==> config.mk <==
export PLATFORM = sky130hd
export DESIGN_NAME = uart_fifo_pair
export DESIGN_NICKNAME = d
export VERILOG_FILES = /design/src/rtl/uart_fifo_pkg.sv /design/src/rtl/uart_fq_queue.sv /design/src/rtl/uart_fifo_pair.sv
export SDC_FILE = /design/constraint.sdc
export NUM_CORES = 1
export LEC_CHECK = 0
export ABC_CLOCK_PERIOD_IN_PS = 5600
export BUFFER_PORTS_ARGS = -buffer_cell sky130_fd_sc_hd__buf_2
export CAP_MARGIN = 20
export CORE_UTILIZATION = 48
export DETAILED_ROUTE_END_ITERATION = 6
export SLEW_MARGIN = 20
export SYNTH_ARGS = -nofsm -noshare
export SYNTH_HDL_FRONTEND = slang
export SYNTH_SLANG_ARGS = --single-unit
export TNS_END_PERCENT = 10
==> constraint.sdc <==
create_clock -name clk -period 5.6 [get_ports clk]
set_input_delay 1.12 -clock clk [delete_from_list [all_inputs] [get_ports clk]]
set_output_delay 1.12 -clock clk [all_outputs]
set_load 0.03 [all_outputs]
==> src/rtl/uart_fifo_pkg.sv <==
package uart_fifo_pkg;

    typedef enum logic [1:0] {
        Q_EMPTY = 2'd0,
        Q_PART  = 2'd1,
        Q_FULL  = 2'd2
    } qstate_t;

    // Free-space threshold for the transmit trigger, scaled from depth.
    function automatic int tx_free_thr(input logic [1:0] code, input int depth);
        unique case (code)
            2'b00:   return depth - 2;
            2'b01:   return (depth * 3) / 4;
            2'b10:   return depth / 2;
            default: return depth / 4;
        endcase
    endfunction

    // Fill threshold for the receive trigger, scaled from depth.
    function automatic int rx_fill_thr(input logic [1:0] code, input int depth);
        unique case (code)
            2'b00:   return 1;
            2'b01:   return depth / 4;
            2'b10:   return (depth * 9) / 16;
            default: return (depth * 7) / 8;
        endcase
    endfunction

endpackage

==> src/rtl/uart_fq_queue.sv <==
module uart_fq_queue
    import uart_fifo_pkg::*;
#(
    parameter int DEPTH = 32,
    parameter int W     = 8,
    localparam int AW   = $clog2(DEPTH),
    localparam int CW   = AW + 1
) (
    input  logic          clk,
    input  logic          rst_n,
    input  logic          en,
    input  logic          flush,
    input  logic          push,
    input  logic [W-1:0]  push_data,
    input  logic          pop,
    output logic [W-1:0]  head,
    output logic [CW-1:0] count,
    output logic          empty,
    output logic          full,
    output logic          drop
);

    localparam logic [CW-1:0] CAP_Q = CW'(DEPTH);
    localparam logic [CW-1:0] CAP_H = CW'(1);

    qstate_t        state, state_nxt;
    logic [W-1:0]   mem [DEPTH];
    logic [AW-1:0]  wr_ptr, rd_ptr;
    logic [CW-1:0]  count_nxt, cap;
    logic           do_push, do_pop;

    assign cap     = en ? CAP_Q : CAP_H;
    assign do_push = push && !flush && (state != Q_FULL);
    assign do_pop  = pop  && !flush && (state != Q_EMPTY);

    always_comb begin
        count_nxt = count;
        if (flush) begin
            count_nxt = '0;
        end else begin
            unique case ({do_push, do_pop})
                2'b10:   count_nxt = count + CW'(1);
                2'b01:   count_nxt = count - CW'(1);
                default: count_nxt = count;
            endcase
        end
    end

    // Next-state logic
    always_comb begin
        state_nxt = state;
        unique case (state)
            Q_EMPTY: if (!flush && do_push)
                         state_nxt = (count_nxt >= cap) ? Q_FULL : Q_PART;
            Q_PART:  if (flush || count_nxt == '0) state_nxt = Q_EMPTY;
                     else if (count_nxt >= cap)    state_nxt = Q_FULL;
            Q_FULL:  if (flush || count_nxt == '0) state_nxt = Q_EMPTY;
                     else if (do_pop)              state_nxt = Q_PART;
            default: state_nxt = Q_EMPTY;
        endcase
    end

    // State register
    always_ff @(posedge clk or negedge rst_n) begin
        if (!rst_n) state <= Q_EMPTY;
        else        state <= state_nxt;
    end

    always_ff @(posedge clk or negedge rst_n) begin
        if (!rst_n) begin
            count  <= '0;
            wr_ptr <= '0;
            rd_ptr <= '0;
        end else begin
            count <= count_nxt;
            if (flush) begin
                wr_ptr <= '0;
                rd_ptr <= '0;
            end else begin
                if (do_push) wr_ptr <= wr_ptr + AW'(1);
                if (do_pop)  rd_ptr <= rd_ptr + AW'(1);
            end
        end
    end

    always_ff @(posedge clk) begin
        if (do_push) mem[wr_ptr] <= push_data;
    end

    // Outputs
    always_comb begin
        head  = mem[rd_ptr];
        empty = (state == Q_EMPTY);
        full  = (state == Q_FULL);
        drop  = push && !flush && (state == Q_FULL);
    end

    a_r1_count_bound: assert property (@(posedge clk) disable iff (!rst_n)
        count <= CAP_Q);
    a_r5_flush_empties: assert property (@(posedge clk) disable iff (!rst_n)
        flush |=> (count == '0) && empty);
    a_r6_full_push_holds: assert property (@(posedge clk) disable iff (!rst_n)
        (full && push && !pop && !flush) |=> (count == $past(count)));
    a_r8_empty_pop_noop: assert property (@(posedge clk) disable iff (!rst_n)
        (empty && pop && !push && !flush) |=> (count == '0));
    a_r8_push_pop_balance: assert property (@(posedge clk) disable iff (!rst_n)
        (!empty && !full && push && pop && !flush) |=> $stable(count));

endmodule

==> src/rtl/uart_fifo_pair.sv <==
module uart_fifo_pair
    import uart_fifo_pkg::*;
#(
    parameter int DEPTH = 32,
    parameter int W     = 8,
    localparam int CW   = $clog2(DEPTH) + 1
) (
    input  logic          clk,
    input  logic          rst_n,
    input  logic          tx_fifo_en,
    input  logic          rx_fifo_en,
    input  logic          tx_flush,
    input  logic          rx_flush,
    input  logic [1:0]    tx_lvl,
    input  logic [1:0]    rx_lvl,
    input  logic          tx_wr,
    input  logic [W-1:0]  tx_wdata,
    input  logic          tx_take,
    output logic          tx_avail,
    output logic [W-1:0]  tx_byte,
    output logic [CW-1:0] tx_count,
    output logic          tx_trig,
    output logic          tx_overflow,
    input  logic          rx_put,
    input  logic [W-1:0]  rx_byte,
    input  logic          rx_rd,
    output logic          rx_avail,
    output logic [W-1:0]  rx_rdata,
    output logic [CW-1:0] rx_count,
    output logic          rx_trig,
    output logic          rx_overrun
);

    logic tx_empty, tx_full, tx_drop;
    logic rx_empty, rx_full, rx_drop;

    uart_fq_queue #(.DEPTH(DEPTH), .W(W)) u_txq (
        .clk(clk), .rst_n(rst_n), .en(tx_fifo_en), .flush(tx_flush),
        .push(tx_wr), .push_data(tx_wdata), .pop(tx_take),
        .head(tx_byte), .count(tx_count), .empty(tx_empty),
        .full(tx_full), .drop(tx_drop)
    );

    uart_fq_queue #(.DEPTH(DEPTH), .W(W)) u_rxq (
        .clk(clk), .rst_n(rst_n), .en(rx_fifo_en), .flush(rx_flush),
        .push(rx_put), .push_data(rx_byte), .pop(rx_rd),
        .head(rx_rdata), .count(rx_count), .empty(rx_empty),
        .full(rx_full), .drop(rx_drop)
    );

    always_ff @(posedge clk or negedge rst_n) begin
        if (!rst_n) begin
            tx_overflow <= 1'b0;
            rx_overrun  <= 1'b0;
        end else begin
            if (tx_flush)     tx_overflow <= 1'b0;
            else if (tx_drop) tx_overflow <= 1'b1;
            if (rx_flush)     rx_overrun  <= 1'b0;
            else if (rx_drop) rx_overrun  <= 1'b1;
        end
    end

    int tx_free;
    always_comb begin
        tx_free  = DEPTH - int'(tx_count);
        tx_avail = !tx_empty;
        rx_avail = !rx_empty;
        tx_trig  = tx_fifo_en ? (tx_free >= tx_free_thr(tx_lvl, DEPTH)) : tx_empty;
        rx_trig  = rx_fifo_en ? (int'(rx_count) >= rx_fill_thr(rx_lvl, DEPTH)) : rx_full;
    end

    a_r6_overflow_sticky: assert property (@(posedge clk) disable iff (!rst_n)
        (tx_overflow && !tx_flush) |=> tx_overflow);
    a_r7_overrun_sticky: assert property (@(posedge clk) disable iff (!rst_n)
        (rx_overrun && !rx_flush) |=> rx_overrun);
    a_r6_overflow_cause: assert property (@(posedge clk) disable iff (!rst_n)
        $rose(tx_overflow) |-> $past(tx_wr && tx_full));
    a_r5_flush_isolated: assert property (@(posedge clk) disable iff (!rst_n)
        (tx_flush && !rx_flush && !rx_put && !rx_rd) |=> $stable(rx_count));

endmodule

---- Word-level counts from Yosys, hierarchy flattened ----
Memories as Yosys holds them, arrays and structs flattened.
Index checks and enable logic that the tools add are counted.
cells by class
  magnitude comparators ................... 4
  add/sub/neg operators ................... 9
  multiplexer cells ....................... 40
  eq/ne operators ......................... 20
  reductions and logical operators ........ 34
operators with widths
  cell                   count
  $mux W5                8
  $ge A7 B32 Y1          1
  $pmux W5 S3            2
  $mux W2                12
  $mux W6                4
  $pmux W6 S2            2
  $add A5 B1 Y5 const B  4
  $reduce_bool A2 Y1     8
  $add A6 B1 Y6 const B  2
  $eq A2 B1 Y1 const B   6
  $eq A2 B2 Y1 const B   6
  $ge A6 B6 Y1           2
  $logic_and A1 B1 Y1    12
  $logic_not A6 Y1       2
  $ne A3 B1 Y1 const B   4
  $pmux W2 S3            2
  $sub A6 B1 Y6 const B  2
  $mux W1                10
  $logic_not A2 Y1       4
  $ge A7 B6 Y1           1
  $sub A6 B6 Y7 const A  1
  $reduce_and A3 Y1      2
  $logic_not A1 Y1       4
  $ne A2 B1 Y1 const B   2
  other kinds (2)        4
word-level totals
  RAM bits ................................ 512
  word-level logic and storage cells ...... 119
  memories kept ........................... 2
  bits in registers ....................... 38
memory list
  name       words  bits a word  rd ports  clocked after memory_dff  write ports  RTL line             RTL
  u_rxq.mem  32     8            1         0                         1            uart_fq_queue.sv:27  logic [W-1:0] mem [DEPTH];
  u_txq.mem  32     8            1         0                         1            uart_fq_queue.sv:27

---- Logic depth before layout (Yosys ltp) ----
Gate-level depths: netlist of the first run.
  depth after elaboration ................. 10
  mapped depth ............................ 17
  gate-level depth less buffers ........... 16

---- Hierarchy ----
From an unflattened synthesis of the first run, not the netlist that was laid out.
second synthesis, totals
  cells, all modules ...................... 1,187
  area total of the unflattened synthesis .. 22,849.4 sq um
modules (own cells, without submodules)
  module                  cells each  area an instance (sq um)  times used  seq. area each (sq um)
  uart_fq_queue at u_txq  564         11,234.5                  1           8,137.8
  uart_fq_queue at u_rxq  564         11,193.2                  1           8,137.8
  uart_fifo_pair          59          421.7                     1           50.0

---- Worst setup path before layout of the first run ----
Ideal clock, no wire load.
  kind .................................... input to register
  start point ............................. input rx_flush
  end point ............................... register u_rxq.state[1]
  setup slack ............................. 1.540 ns
  data arrival time ....................... 3.938 ns
  path buffers ............................ 4
  cell stages on the path ................. 13
  cell sequence ........................... clkbuf_1 > clkbuf_1 > buf_1 > nor2_1 > ha_1 > clkbuf_1 > o41ai_1 > xnor2_1 > nor2_1 > ha_1 > a21oi_1 > o21ai_0 > a32o_1
on the way
  word-level cells in the longest chain between the ends .. 10
  elaborated cells on any way between the ends .. 22
ends and longest elaborated chain
  element                                              RTL line                                                       RTL
  from (decl)                                          uart_fifo_pair.sv:13                                           input logic rx_flush,
  $logic_not A1 Y1                                     uart_fq_queue.sv:33, uart_fq_queue.sv:34
  $logic_and A1 B1 Y1 (on tied branches) (2 in a row)  uart_fq_queue.sv:34, uart_fq_queue.sv:33
  $eq A2 B1 Y1 or $eq A2 B2 Y1 (tied branches)         uart_fq_queue.sv:41                                            unique case ({do_push, do_pop})
  $pmux W6 S2                                          uart_fq_queue.sv:41
  $mux W6 (*)                                          uart_fq_queue.sv:38                                            if (flush) begin
  via u_rxq.count_nxt[5]                               uart_fq_queue.sv:29                                            logic [CW-1:0] count_nxt, cap;
  $ge A6 B6 Y1 or $logic_not A6 Y1 (tied branches)     n/a
  $mux W2 or $logic_or A1 B1 Y1 (tied branches)        uart_fq_queue.sv:54, uart_fq_queue.sv:55, uart_fq_queue.sv:57
  $mux W2 (tied with other cells)                      uart_fq_queue.sv:53                                            Q_EMPTY: if (!flush && do_push)
  $pmux W2 S3 or $reduce_and A3 Y1 (tied branches)     n/a
  to (signal assigned)                                 uart_fq_queue.sv:66                                            else state <= state_nxt;
  to (decl)                                            uart_fq_queue.sv:26                                            qstate_t state, state_nxt;
Mark *: on every way through the listed nets, which the timed path passes. The rest lies on a longest branch. The select of a mux whose other input is x is not followed.
A chain may end at the register's enable or synchronous reset.

---- Worst setup path in the final report of the first run ----
  start point ............................. register u_rxq.rd_ptr[0]
  end point ............................... output rx_rdata[6]
on the way
  word-level cells in the longest chain between the ends .. 1
ends and longest elaborated chain
  element                 RTL line              RTL
  from (decl)             uart_fq_queue.sv:28   logic [AW-1:0] wr_ptr, rd_ptr;
  from (signal assigned)  uart_fq_queue.sv:81   if (do_pop) rd_ptr <= rd_ptr + AW'(1);
  $mem_v2 Z32 W8          n/a
  to (decl)               uart_fifo_pair.sv:28  output logic [W-1:0] rx_rdata,
No other way between the ends.

==> flow_metrics.tcl, run 1 <==
set metrics [dict create \
    status "finished, violations left" \
    violations "DRC" \
    synth_nets 1330 \
    finalNonFillerCells 1985 \
    timing.critical_path.fanout_max 35 \
    peakVddDrop_mv 0.2543 \
    async_reset_ff_share_pct 6.909 \
    antenna_found_initial 0 \
    max_clock_freq_mhz 219.8 \
    post_synthesis_register_bit_count 550 \
    edff_count_synth 512 \
    hpwlAfterDp_um 28860 \
    die_x_um 219.8 \
    first_global_vias 11398 \
    tritoncts_num_sinks 550 \
    core-area_mm2 0.04665 \
    critPathKind "flip-flop to output pin" \
    timing.setup.tns_ns 0 \
    diodes 0 \
    cp.buffers_inverters 2 \
    totalWireLength_um 47690 \
    post_cts.repair.setup_buffers 0 \
    cts_tree "done" \
    per_cell_routed_wire_length_um 24.03 \
    cts_resized 0 \
    grt_overflow 0 \
    drt_first_iter_violations 906 \
    report.final.hold_viol_count 0 \
    final_common_cell "edfxtp_1" \
    endpoint_kind "output pin" \
    cts-buffers-inserted 57 \
    worst_path_dominant_cell_family "multiplexers" \
    synth_sequential_area_ratio_pct 71.72 \
    rsz_0062_raised_after_global_routing "no" \
    design.die.area_mm2 0.04830 \
    timing.critical_path.slowest_stage_cell "dfrtp_4" \
    final_net_count 1392 \
    timing.max_cap.violations 0 \
    hold_buffer_count_at_cts 0 \
    postSynth.topFlopCell "edfxtp_1" \
    place.detailed.instances 1882 \
    synth.lib_cells_used.distinct 60 \
    grt_max_degree 39 \
    cp_slowest_stage_delay_ns 0.88 \
    syn_to_layout_area_delta_pct 12.08 \
    clk_pin_slew_ns 0.06 \
    cp_cell_sequence "buf_12 > mux4_2 > mux4_2 > mux2_2 > buf_2" \
    port_buffers 63 \
    cp_common_cell "mux4_2" \
    firstDrtPassIters 7 \
    yosysWarningCount 0 \
    cp.arrival_ns 3.43 \
    power.leakage_uw 0.008134 \
    tightest_slew_ns 0.9483 \
    groute.usage.overall_pct 20.25 \
    mostFrequentLayoutCells "edfxtp_1 (512), mux4_2 (112), nor2_1 (110), mux2i_1 (69)" \
    worstSkewPairLatency_ns 0.60 \
    critPathLaunchType "flip-flop" \
    boundaryPins 64 \
    min_period_over_period_pct 81.23 \
    clock-root-buffer "clkbuf_16" \
    antenna_violating_nets_left 0 \
    hold_path.class "flip-flop to flip-flop" \
    drc 4 \
    grt_first_pass_wirelength_um 72030 \
    timing.clock.skew_ns 0.01289 \
    start_util_pct 48.79 \
    post_drt_via_cell_ratio 5.848 \
    htree_num_levels 2 \
    gp_routability_congestion 0.8058 \
    final-setup-viol-count 0 \
    slew_violations 0 \
    synth_area_mm2 0.02276 \
    dieHeight_um 219.8 \
    cts.path.max_buffers 3 \
    critical_path_required_time_ns 4.48 \
    num_vias 11608 \
    normalized_max_slew_margin_pct 36.78 \
    synthesis.instances 1272 \
    layout-drive-gt1-share_pct 21.19 \
    postSynthAreaPerCell_um2 17.90 \
    finalCriticalPeriod_ns 4.549 \
    floorplan.rows 79 \
    cellPowerDensity_mw_per_mm2 359.0 \
]
## cell usage after synthesis, types with 18 or more instances
library cell,count,area [µm²]
xor2_1,18,157.7
o221ai_1,40,350.3
ha_1,28,350.3
nand2_1,63,236.5
edfxtp_1,512,15370
clkbuf_1,40,150.1
mux2i_1,69,690.7
a21oi_1,21,105.1
inv_1,27,101.4
mux4_2,112,2522
buf_1,18,67.56
dfrtp_1,38,950.9
nor2_1,110,412.9
o21ai_0,18,90.09
## per-layer routing
| layer | vias to the layer above | GRT usage, % | routed length, µm |
|---|---|---|---|
| met1 | 5987 | 29.32 | 21210 |
| met3 | 57 | 3.602 | 2561 |
| met5 | - | 0 | 0 |
| met4 | 0 | 5.103 | 870 |
| li1 | 5222 | - | - |
| met2 | 342 | 31.93 | 23050 |
## per-stage QoR
stage                     worst slack (ns)  utilization (%)  instance area, µm²  power (µW)  hold slack [ns]
after floorplan                      1.540                -               22760        5252           0.5709
after global placement               1.442            50.76               23680        5522           0.4839
after detailed placement             1.343            50.76               23680        5533           0.5013
after CTS                           0.9395            54.69               25510        9239           0.5151
after global routing                0.8557            54.69               25510        9461           0.5383
final                                1.051            54.69               25510        9159           0.5152
## state kept, by name, indices dropped and copies added (netlist names)
signal / count
rx_overrun: 1
tx_overflow: 1
u_rxq.count: 6
u_rxq.mem: 256
u_rxq.rd_ptr: 5
u_rxq.state: 2
u_rxq.wr_ptr: 5
u_txq.count: 6
u_txq.mem: 256
u_txq.rd_ptr: 5
u_txq.state: 2
u_txq.wr_ptr: 5
## worst paths after layout
kind	from	endpoint	slack, ns	cells after the start
worst max-delay path	u_rxq.rd_ptr[0]	rx_rdata[6]	1.05	5
worst min-delay path	tx_overflow	tx_overflow	0.52	2
worst max register to register	u_txq.state[0]	u_txq.state[1]	1.95	15
worst min register to register	tx_overflow	tx_overflow	0.52	2
max in group asynchronous	rst_n	u_rxq.rd_ptr[0]	4.25	1
min in group asynchronous	rst_n	u_txq.count[2]	0.66	1
## power by group
part	internal [µW]	switching, µW
clock network	2190	1530
logic	356	472
registers	4530	79.5
## cell type report
| cell class | instances | area, µm² |
|---|---|---|
| Multi-Input combinational cell | 624 | 6053 |
| Tap cell | 607 | 759.5 |
| Fill cell | 3617 | 21140 |
| Timing Repair Buffer | 73 | 427.9 |
| Inverter | 28 | 105.1 |
| Sequential cell | 550 | 16340 |
| Clock inverter | 35 | 322.8 |
| Clock buffer | 68 | 1510 |
## worst min-delay path: cells and delay by family, from the launching register on
kind | cells | cell delay [ns]
DFF | 1 | 0.36
and+or+nand+nor | 1 | 0.08
AOI/OAI and AO/OA | 1 | 0.04
## kinds of logic after synthesis
group,Yosys count,share of synthesized area (%)
flip-flops,550,71.72
AND/OR/NAND/NOR,244,4.936
multiplexers,189,14.51
AO/OA/AOI/OAI,130,4.216
buffers and inverters,98,1.693
XOR/XNOR,33,1.391
adder cells (fa/ha/maj),28,1.539
Note: power is estimated with default switching activity, not from simulation.
==> inputs of run 2 (changes only) <==
--- a/config.mk
+++ b/config.mk
@@ -5,11 +5,12 @@
 export SDC_FILE = /design/constraint.sdc
 export NUM_CORES = 1
 export LEC_CHECK = 0
-export ABC_CLOCK_PERIOD_IN_PS = 5600
+export ABC_CLOCK_PERIOD_IN_PS = 3800
 export BUFFER_PORTS_ARGS = -buffer_cell sky130_fd_sc_hd__buf_2
 export CAP_MARGIN = 20
 export CORE_UTILIZATION = 48
 export DETAILED_ROUTE_END_ITERATION = 6
+export PLACE_DENSITY = 0.66
 export SLEW_MARGIN = 20
 export SYNTH_ARGS = -nofsm -noshare
 export SYNTH_HDL_FRONTEND = slang
==> constraint.sdc (replaced) <==
create_clock -name clk -period 3.8 [get_ports clk]
set_input_delay 0.76 -clock clk [delete_from_list [all_inputs] [get_ports clk]]
set_output_delay 0.76 -clock clk [all_outputs]
set_load 0.03 [all_outputs]
==> run 2 against run 1 <==
The flow still finishes with violations (DRC). Sequential cell count stayed put. First-iteration DRC count is 3.6% higher. Critical path depth stayed put. Total power is 47% higher. Critical endpoint is now rx_rdata[3]. Largest cell class unchanged.
==> flow_metrics.tcl, run 2 (same netlist as run 1, synthesis figures left out) <==
set metrics [dict create \
    timing.critical_path.slowest_stage_cell "mux4_2" \
    cp_cell_sequence "buf_16 > mux4_2 > mux4_2 > mux2_2 > buf_2" \
    antenna_found_initial 0 \
    start_util_pct 48.79 \
    boundaryPins 64 \
    cp_slowest_stage_delay_ns 0.57 \
    reg2reg_from "u_txq.state[0]" \
    grt_max_degree 39 \
    mostFrequentLayoutCells "edfxtp_1 (512), mux4_2 (112), nor2_1 (110), mux2i_1 (69)" \
    cp_common_cell "mux4_2" \
    min_period_over_period_pct 98.08 \
    final_common_cell "edfxtp_1" \
    timing.setup.tns_ns 0 \
    endpoint_kind "output pin" \
    design.die.area_mm2 0.04830 \
    clk_pin_slew_ns 0.06 \
    final_net_count 1420 \
    timing.critical_path.fanout_max 23 \
    cp.buffers_inverters 2 \
    dieHeight_um 219.8 \
    critical_path_required_time_ns 3.04 \
    power.leakage_uw 0.008280 \
    cell_internal_pwr_uw 10450 \
    num_vias 11678 \
    cellPowerDensity_mw_per_mm2 523.4 \
    cp.arrival_ns 2.97 \
    hold_path.class "input port to asynchronous set/reset pin" \
    grt_first_pass_wirelength_um 69660 \
    timing.clock.skew_ns 0.01690 \
    timing.rr.end "u_txq.state[1]" \
    syn_to_layout_area_delta_pct 13.05 \
    power.clock.fraction_pct 40.1 \
    r2r.worst_path.cells 11 \
    port_buffers 63 \
    worst_path_dominant_cell_family "multiplexers" \
    clock-root-buffer "clkbuf_16" \
    tritoncts_num_sinks 550 \
    report.final.hold_viol_count 0 \
    cts-buffers-inserted 56 \
    totalWireLength_um 46070 \
    floorplan.rows 79 \
    hpwlAfterDp_um 28870 \
    per_cell_routed_wire_length_um 22.91 \
    critPathLaunchType "flip-flop" \
    final-setup-viol-count 0 \
    timing.max_cap.violations 0 \
    normalized_max_slew_margin_pct 41.44 \
    netSwitchingFraction_pct 22.41 \
    p_seq_share_pct 50.1 \
    gp_routability_congestion 0.8589 \
    status "finished, violations left" \
    peakVddDrop_mv 0.4278 \
    critPathKind "flip-flop to output pin" \
    hold_buffer_count_at_cts 0 \
    tightest_slew_ns 0.8784 \
    slew_violations 0 \
    placedInstanceArea_mm2 0.02391 \
    core-area_mm2 0.04665 \
    first_global_vias 11699 \
    layout_top_registers "u_rxq.mem x256, u_txq.mem x256" \
    finalCriticalPeriod_ns 3.727 \
    combPwrFrac_pct 9.8 \
    violations "DRC" \
    ff2ff_setup_slack_ns 0.33 \
    diodes 0 \
    firstDrtPassIters 7 \
    rsz_0062_raised_after_global_routing "yes" \
    switchingPower_uw 3019 \
    drt_first_iter_violations 939 \
    die_x_um 219.8 \
    cts_tree "done" \
    cts.path.max_buffers 3 \
    htree_num_levels 2 \
    worstSkewPairLatency_ns 0.60 \
    fin_area_mm2 0.02573 \
    max_clock_freq_mhz 268.3 \
    grt_overflow 0 \
    antenna_violating_nets_left 0 \
    groute.usage.overall_pct 19.48 \
    post_drt_via_cell_ratio 5.807 \
    layout-drive-gt1-share_pct 22.44 \
    drc 8 \
]
run 2: cell type report:
class                      instances  area [µm²]
sequential                       550       16340
multi-input combinational        624        6053
inverter                          28       105.1
tap                              607       759.5
timing repair buffer             102       690.7
clock inverter                    29       311.5
clock buffer                      71        1479
fill                            3632       20920
run 2: power by group through the flow:
stage          sequential [µW]  combinational, µW  clock (µW)
3_5_place_dp              6880               1310           0
2_1_floorplan             6850                886           0
3_3_place_gp              6880               1290           0
6_report                  6740               1320        5400
5_1_grt                   6750               1430        5730
4_1_cts                   6740               1330        5510
run 2: what timing repair did:
item / in CTS / in global routing
endpoints found under the setup margin: 9 / 6
setup buffers: 2 / 1
pin swaps: 0 / 0
gates resized for setup: 1 / 1
run 2: worst max-delay path by stage:
stage	from	endpoint	cells past startpoint
floorplan	rx_flush	u_rxq.state[1]	13
global placement	tx_take	u_txq.state[0]	12
detailed placement	tx_take	u_txq.state[1]	12
CTS	u_rxq.rd_ptr[0]	rx_rdata[3]	5
global route	u_rxq.rd_ptr[0]	rx_rdata[5]	5
finish	u_rxq.rd_ptr[0]	rx_rdata[3]	5
run 2: layer usage:
layer,GRT usage (%),vias up,share of wire (%)
met5,0,-,0
met3,3.119,71,5.4
met2,30.90,374,48
li1,-,5275,-
met4,6.506,0,2.4
met1,27.61,5958,44
run 2: worst reg2reg max path, delay by kind of cell, from the launching register on:
kind | cells | cell delay (ns)
buffers and inverters | 1 | 0.16
adders and majority gates | 1 | 0.24
xor gates and xnor gates | 1 | 0.20
AOI/OAI and AO/OA | 5 | 1.49
and+or+nand+nor | 3 | 0.82
DFF | 1 | 0.44
run 2: per-stage QoR:
stage	setup slack, ns	util, %	total power, µW	hold slack, ns	std cells
global route	-0.02105	55.16	13900	0.3423	2011
finish	0.07281	55.16	13470	0.2665	2011
floorplan	0.1002	-	7740	0.4644	1272
detailed placement	0.2823	51.26	8188	0.4944	1908
global placement	0.3518	51.26	8163	0.5027	1908
CTS	0.01363	55.13	13580	0.2787	2010
